### config.mk
export PLATFORM = sky130hd
export DESIGN_NAME = spec_rob
export DESIGN_NICKNAME = d
export VERILOG_FILES = /design/src/rtl/rob_pkg.sv /design/src/rtl/rob_ptrs.sv /design/src/rtl/rob_store.sv /design/src/rtl/rob_retire.sv /design/src/rtl/spec_rob.sv
export SDC_FILE = /design/constraint.sdc
export NUM_CORES = 1
export LEC_CHECK = 0
export ABC_AREA = 1
export BUFFER_PORTS_ARGS = -buffer_cell sky130_fd_sc_hd__buf_2
export CELL_PAD_IN_SITES_DETAIL_PLACEMENT = 0
export CELL_PAD_IN_SITES_GLOBAL_PLACEMENT = 2
export CORE_UTILIZATION = 34
export CTS_BUF_LIST = sky130_fd_sc_hd__clkbuf_8
export CTS_CLUSTER_DIAMETER = 40
export DETAILED_ROUTE_END_ITERATION = 10
export PLACE_DENSITY = 0.9
export SKIP_LAST_GASP = 1
export SYNTH_ARGS = -nofsm -noshare
export SYNTH_HDL_FRONTEND = slang
export SYNTH_HIERARCHICAL = 1
export SYNTH_SLANG_ARGS = --single-unit
### constraint.sdc
create_clock -name clk -period 4.6 [get_ports clk]
set_input_delay 0.46 -clock clk [delete_from_list [all_inputs] [get_ports clk]]
set_output_delay 0.46 -clock clk [all_outputs]
set_load 0.01 [all_outputs]
### src/rtl/rob_pkg.sv
package rob_pkg;
   typedef enum logic [1:0] {
      KIND_REG    = 2'd0,
      KIND_STORE  = 2'd1,
      KIND_BRANCH = 2'd2,
      KIND_NONE   = 2'd3
   } rob_kind_e;
endpackage

### src/rtl/rob_ptrs.sv
module rob_ptrs #(
   parameter int DEPTH = 8,
   localparam int IDX_W = $clog2(DEPTH),
   localparam int CNT_W = $clog2(DEPTH + 1)
) (
   input  logic             clk,
   input  logic             rst_n,
   input  logic             push,
   input  logic             pop,
   input  logic             clear,
   output logic [IDX_W-1:0] head,
   output logic [IDX_W-1:0] tail,
   output logic [CNT_W-1:0] occ,
   output logic             full
);
   localparam logic [CNT_W-1:0] FULL_CNT = CNT_W'(DEPTH);
   localparam logic [IDX_W-1:0] LAST_IDX = IDX_W'(DEPTH - 1);
   localparam bit POW2 = (DEPTH & (DEPTH - 1)) == 0;

   initial begin
      assert (DEPTH >= 2) else $error("rob_ptrs: DEPTH must be at least 2");
   end

   logic [IDX_W-1:0] head_nx, tail_nx;

   generate
      if (POW2) begin : g_wrap_free
         assign head_nx = head + 1'b1;
         assign tail_nx = tail + 1'b1;
      end else begin : g_wrap_cmp
         assign head_nx = (head == LAST_IDX) ? '0 : head + 1'b1;
         assign tail_nx = (tail == LAST_IDX) ? '0 : tail + 1'b1;
      end
   endgenerate

   always_ff @(posedge clk) begin
      if (!rst_n || clear) begin
         head <= '0;
         tail <= '0;
         occ  <= '0;
      end else begin
         if (push) tail <= tail_nx;
         if (pop)  head <= head_nx;
         case ({push, pop})
            2'b10:   occ <= occ + 1'b1;
            2'b01:   occ <= occ - 1'b1;
            default: occ <= occ;
         endcase
      end
   end

   assign full = (occ == FULL_CNT);
endmodule

### src/rtl/rob_store.sv
module rob_store #(
   parameter int DEPTH  = 8,
   parameter int DATA_W = 32,
   parameter int DEST_W = 16,
   localparam int IDX_W = $clog2(DEPTH)
) (
   input  logic              clk,
   input  logic              rst_n,
   input  logic              wr_alloc,
   input  logic [IDX_W-1:0]  alloc_idx,
   input  logic [1:0]        alloc_kind,
   input  logic [DEST_W-1:0] alloc_dest,
   input  logic              cdb_valid,
   input  logic [IDX_W-1:0]  cdb_tag,
   input  logic [DATA_W-1:0] cdb_value,
   input  logic              cdb_mispredict,
   input  logic [IDX_W-1:0]  head_idx,
   output logic [1:0]        head_kind,
   output logic [DEST_W-1:0] head_dest,
   output logic [DATA_W-1:0] head_value,
   output logic              head_ready,
   output logic              head_mispred,
   input  logic [IDX_W-1:0]  lookup_tag,
   output logic              lookup_ready,
   output logic [DATA_W-1:0] lookup_value
);
   logic [1:0]        kind_q   [DEPTH];
   logic [DEST_W-1:0] dest_q   [DEPTH];
   logic [DATA_W-1:0] value_q  [DEPTH];
   logic              ready_q  [DEPTH];
   logic              mispr_q  [DEPTH];

   generate
      for (genvar e = 0; e < DEPTH; e++) begin : g_slot
         localparam logic [IDX_W-1:0] ME = IDX_W'(e);
         wire take = wr_alloc && (alloc_idx == ME);
         wire done = cdb_valid && (cdb_tag == ME);
         always_ff @(posedge clk) begin
            if (!rst_n) begin
               kind_q[e]  <= '0;
               dest_q[e]  <= '0;
               value_q[e] <= '0;
               ready_q[e] <= 1'b0;
               mispr_q[e] <= 1'b0;
            end else if (take) begin
               kind_q[e]  <= alloc_kind;
               dest_q[e]  <= alloc_dest;
               ready_q[e] <= 1'b0;
               mispr_q[e] <= 1'b0;
            end else if (done) begin
               value_q[e] <= cdb_value;
               ready_q[e] <= 1'b1;
               mispr_q[e] <= cdb_mispredict;
            end
         end
      end
   endgenerate

   assign head_kind    = kind_q[head_idx];
   assign head_dest    = dest_q[head_idx];
   assign head_value   = value_q[head_idx];
   assign head_ready   = ready_q[head_idx];
   assign head_mispred = mispr_q[head_idx];

   wire hit = cdb_valid && (cdb_tag == lookup_tag);
   assign lookup_ready = hit || ready_q[lookup_tag];
   assign lookup_value = hit ? cdb_value : value_q[lookup_tag];
endmodule

### src/rtl/rob_retire.sv
module rob_retire
   import rob_pkg::*;
#(
   parameter int DATA_W = 32,
   parameter int DEST_W = 16,
   parameter int REG_W  = 5
) (
   input  logic              nonempty,
   input  logic [1:0]        head_kind,
   input  logic [DEST_W-1:0] head_dest,
   input  logic [DATA_W-1:0] head_value,
   input  logic              head_ready,
   input  logic              head_mispred,
   output logic              retire,
   output logic              reg_wr_en,
   output logic [REG_W-1:0]  reg_wr_idx,
   output logic              mem_wr_en,
   output logic              flush
);
   rob_kind_e kind;
   assign kind = rob_kind_e'(head_kind);

   always_comb begin
      retire    = nonempty && head_ready;
      reg_wr_en = 1'b0;
      mem_wr_en = 1'b0;
      flush     = 1'b0;
      if (retire) begin
         unique case (kind)
            KIND_REG:    reg_wr_en = 1'b1;
            KIND_STORE:  mem_wr_en = 1'b1;
            KIND_BRANCH: flush     = head_mispred;
            default:     ;
         endcase
      end
   end

   assign reg_wr_idx = head_dest[REG_W-1:0];
endmodule

### src/rtl/spec_rob.sv
module spec_rob #(
   parameter int DEPTH  = 8,
   parameter int DATA_W = 32,
   parameter int DEST_W = 16,
   parameter int REG_W  = 5,
   localparam int IDX_W = $clog2(DEPTH),
   localparam int CNT_W = $clog2(DEPTH + 1)
) (
   input  logic              clk,
   input  logic              rst_n,
   input  logic              alloc_valid,
   input  logic [1:0]        alloc_kind,
   input  logic [DEST_W-1:0] alloc_dest,
   output logic [IDX_W-1:0]  alloc_tag,
   output logic              full,
   input  logic              cdb_valid,
   input  logic [IDX_W-1:0]  cdb_tag,
   input  logic [DATA_W-1:0] cdb_value,
   input  logic              cdb_mispredict,
   input  logic [IDX_W-1:0]  lookup_tag,
   output logic              lookup_ready,
   output logic [DATA_W-1:0] lookup_value,
   output logic              reg_wr_en,
   output logic [REG_W-1:0]  reg_wr_idx,
   output logic [DATA_W-1:0] reg_wr_data,
   output logic              mem_wr_en,
   output logic [DEST_W-1:0] mem_wr_addr,
   output logic [DATA_W-1:0] mem_wr_data,
   output logic              flush,
   output logic [DATA_W-1:0] redirect_pc
);
   initial begin
      assert (REG_W <= DEST_W) else $error("spec_rob: REG_W exceeds DEST_W");
      assert (DATA_W >= 1)     else $error("spec_rob: DATA_W must be positive");
   end

   logic [IDX_W-1:0]  head;
   logic [CNT_W-1:0]  occ;
   logic              retire, push, pop;
   logic [1:0]        head_kind;
   logic [DEST_W-1:0] head_dest;
   logic [DATA_W-1:0] head_value;
   logic              head_ready, head_mispred;

   assign push = alloc_valid && !full && !flush;
   assign pop  = retire && !flush;

   rob_ptrs #(.DEPTH(DEPTH)) u_ptrs (
      .clk(clk), .rst_n(rst_n), .push(push), .pop(pop), .clear(flush),
      .head(head), .tail(alloc_tag), .occ(occ), .full(full)
   );

   rob_store #(.DEPTH(DEPTH), .DATA_W(DATA_W), .DEST_W(DEST_W)) u_store (
      .clk(clk), .rst_n(rst_n),
      .wr_alloc(push), .alloc_idx(alloc_tag), .alloc_kind(alloc_kind),
      .alloc_dest(alloc_dest),
      .cdb_valid(cdb_valid), .cdb_tag(cdb_tag), .cdb_value(cdb_value),
      .cdb_mispredict(cdb_mispredict),
      .head_idx(head), .head_kind(head_kind), .head_dest(head_dest),
      .head_value(head_value), .head_ready(head_ready),
      .head_mispred(head_mispred),
      .lookup_tag(lookup_tag), .lookup_ready(lookup_ready),
      .lookup_value(lookup_value)
   );

   rob_retire #(.DATA_W(DATA_W), .DEST_W(DEST_W), .REG_W(REG_W)) u_retire (
      .nonempty(occ != '0), .head_kind(head_kind), .head_dest(head_dest),
      .head_value(head_value), .head_ready(head_ready),
      .head_mispred(head_mispred), .retire(retire),
      .reg_wr_en(reg_wr_en), .reg_wr_idx(reg_wr_idx),
      .mem_wr_en(mem_wr_en), .flush(flush)
   );

   assign reg_wr_data = head_value;
   assign mem_wr_addr = head_dest;
   assign mem_wr_data = head_value;
   assign redirect_pc = head_value;
endmodule

==> flow_summary.ini <==
[outcome]
status = completed

[yosys]
synth.top_cells.by_count = nor2_1, nand2_1, edfxtp_1
synth_ff_type = edfxtp_1
syn_area_per_cell_sq_um = 8.28
synth_most_common_cell = nor2_1
syn-num-nets = 2867
syn_area_sq_mm = 0.0232
ys_ff_latch = 426
yosysSeqAreaShare_pct = 54.7
syn_inst = 2801
yosysUniqueCellTypes = 30
synth_area_leaders = edfxtp_1, nor2_1, nand2_1
synth_edf_count = 414
ys_async_sr_fraction_pct = 0
synth_top_area_share_pct = 53.6
synth_warnings = 6
synth_area_leader_cell = edfxtp_1

[power_and_ir_drop]
p_sw_mw = 4.00
comb_power_share_pct = 26.3
p_seq_share_pct = 41.1
intPower_mw = 7.55
vdd_drop_max_uv = 226
p_total_mw = 11.6
p_per_area_mw_per_mm2 = 444
clockPowerShare_pct = 32.5
p_leak_nw = 11.7
p_sw_share_pct = 34.7

[clock_tree]
cts_tree = built
cts_buffers = 84
clkTransAtPathRegs_ns = 0.06
cts_buffer_depth = 3
clock_tree.root_cell = clkbuf_8
clk_latency_ns = 0.69
cts.sinks = 426
cts.htree.levels = 3
cts_setup_buffers = 0
hold_buffers = 0

[finish]
drive_gt1_share_pct = 15.4
nFillCells = 6846
stdcell_count = 3847
area_delta_synth_final_pct = 12.3
fin_area_sq_mm = 0.0260
fin_util_pct = 38.7
layout.nets = 2971

[detailed_routing]
ant_nets = 0
route.met2.wl_mm = 36.0
dr.pass1.iters = 5
dr.max_layer_used = met5
vias = 19718
drc = 0
wl_met1_mm = 31.3
post_drt_wl_per_cell_um = 19.7
wl_met3_mm = 6.24
routed_wl_mm = 75.8
drt_iter0_drc = 1810
avgViaCountPerCell = 5.13

[grt]
gr-total-overflow = 0
grt_pass1_vias = 19033
grt_pass1_wl_mm = 114
grt_start_max_net_pins = 118
track_usage_pct = 21.5
antenna_found_initial = 4

[critical_path]
reg2reg_slack_ns = 0.93
critical_path_buf_inv_count = 4
arrival_ns = 3.70
crit-reg2reg-launch = u_ptrs/head[0]
worst_setup_path_end_kind = output pin
crit_chain = inv_6 > buf_4 > buf_6 > o21ai_0 > nand2_1 > nand2_1 > nand2_1 > buf_2
crit_type = register to output pin
required_ns = 4.14
critPathTopFamily = buffers and inverters
r2r-end = u_store/value_q[6][11]
crit_path_start_kind = register
crit_path_max_incr_delay_ns = 0.74
cp_common_cell = nand2_1
rr_worst_depth = 14
slowest_stage = buf_4
path_max_fanout = 80

[die]
fp.dieH_um = 263
core_region_area_sq_mm = 0.0673
die-area_sq_mm = 0.0692
dieWidth_um = 263
rows = 95
initial_core_util_pct = 34.5
io_pins = 218

[place]
dp_slack_ns = 0.913
io_buffers = 217
hpwl_mm = 42.4
placed_cells = 3692
gp_congestion = 0.813
dpl_cell_area_sq_mm = 0.0244

[hold_path]
hold-path-cell-count = 3
hold_path_startpoint = alloc_dest[7]
holdCritPathClass = primary input to register
min_to = u_store/dest_q[3][7]

[timing]
rsz0062_at_grt = no
setup_slack_ns = 0.437
fin_worst_skew_ns = 0.0384
period_needed_ns = 4.16
max_freq_mhz = 240
finalMaxSlewViolations = 0
hold_violations = 0
fin_setup_tns_ns = 0
slew_headroom_pct = 30.5
holdWs_ns = 0.184
setup_violations = 0
worstMarginPinSlew_ns = 1.04
min_period_over_period_pct = 90.5

[flow_run]
max_cap_viol_count = 0
## worst min-delay path, stage by stage
cell,delay [ns]
buf_2,0.07
inv_1,0.11
nor2_1,0.12
## kinds of logic (layout without fill, tap and decap cells)
logic type / count (synthesis) / after routing / synth area share (%)
adders and majority gates: 5 / 5 / 0.270
other: 0 / 1 / 0
DFF: 426 / 426 / 54.7
and+or+nand+nor: 1421 / 1421 / 25.1
AOI/OAI and AO/OA: 397 / 397 / 8.69
xor gates and xnor gates: 4 / 4 / 0.151
buffers and inverters: 548 / 720 / 11.1
## cell usage in the layout, fill, tap and decap left out, types with 7 or more instances in the layout
cell / count
nor2_1: 577
inv_2: 13
clkinv_2: 10
clkbuf_8: 85
clkinv_1: 16
or2_2: 30
clkinvlp_4: 8
o22ai_1: 20
buf_4: 35
dfxtp_1: 9
buf_12: 7
buf_2: 216
nand3_2: 8
o21ai_1: 70
inv_1: 319
nor2_2: 19
nand2_1: 551
nand2_2: 10
nand3_1: 222
edfxtp_1: 414
a21oi_1: 121
o21ai_0: 182
## how the worst max path moves through the flow
stage	to	startpoint	cells past startpoint	slack [ns]
6_report	reg_wr_data[12]	u_ptrs/head[0]	8	0.44
5_1_grt	reg_wr_data[12]	u_ptrs/head[0]	9	0.17
4_1_cts	reg_wr_data[12]	u_ptrs/head[0]	8	0.18
3_5_place_dp	reg_wr_data[12]	u_ptrs/head[0]	8	0.91
3_3_place_gp	redirect_pc[12]	u_ptrs/head[0]	8	0.89
2_1_floorplan	u_store/value_q[7][0]	u_ptrs/head[0]	16	0.72
## metal layers
layer  up-vias  global-route usage (%)
met2       894                    36.0
met4         2                    7.82
met3       160                    3.94
met5         -                       0
met1      9424                    27.8
li1       9238                       -
## final cells by class
type                            count  area (sq um)  share of cell area, %
Antenna cell                        1          2.50                0.00961
Clock buffer                       85          1170                   4.49
Clock inverter                     69           464                   1.78
Inverter                          307          1160                   4.45
Multi-Input combinational cell   1827          7970                   30.6
Sequential cell                   426         12700                   48.7
Tap cell                          873          1090                   4.20
Timing Repair Buffer              259          1500                   5.74
## repair_timing
item / 4_1_cts / 5_1_grt
gates resized for setup: 0 / 1
endpoints found under the hold margin: 0 / 0
setup endpoints to repair: 0 / 30
## sequential cells by signal, indices dropped and copies added (netlist names)
register / flops
u_store/kind_q: 16
u_store/mispr_q: 8
u_store/dest_q: 128
u_store/ready_q: 8
u_ptrs/tail: 3
u_ptrs/head: 3
u_ptrs/occ: 4
u_store/value_q: 256
## power by group through the flow
stage          Sequential, mW  Clock, mW  Combinational (mW)
6_report                 4.75       3.76                3.04
5_1_grt                  4.79       4.01                3.38
4_1_cts                  4.75       3.84                3.06
3_5_place_dp             4.83          0                3.04
3_3_place_gp             4.82          0                3.02
2_1_floorplan            4.72          0                2.32
(Power assumes the default switching activity.)
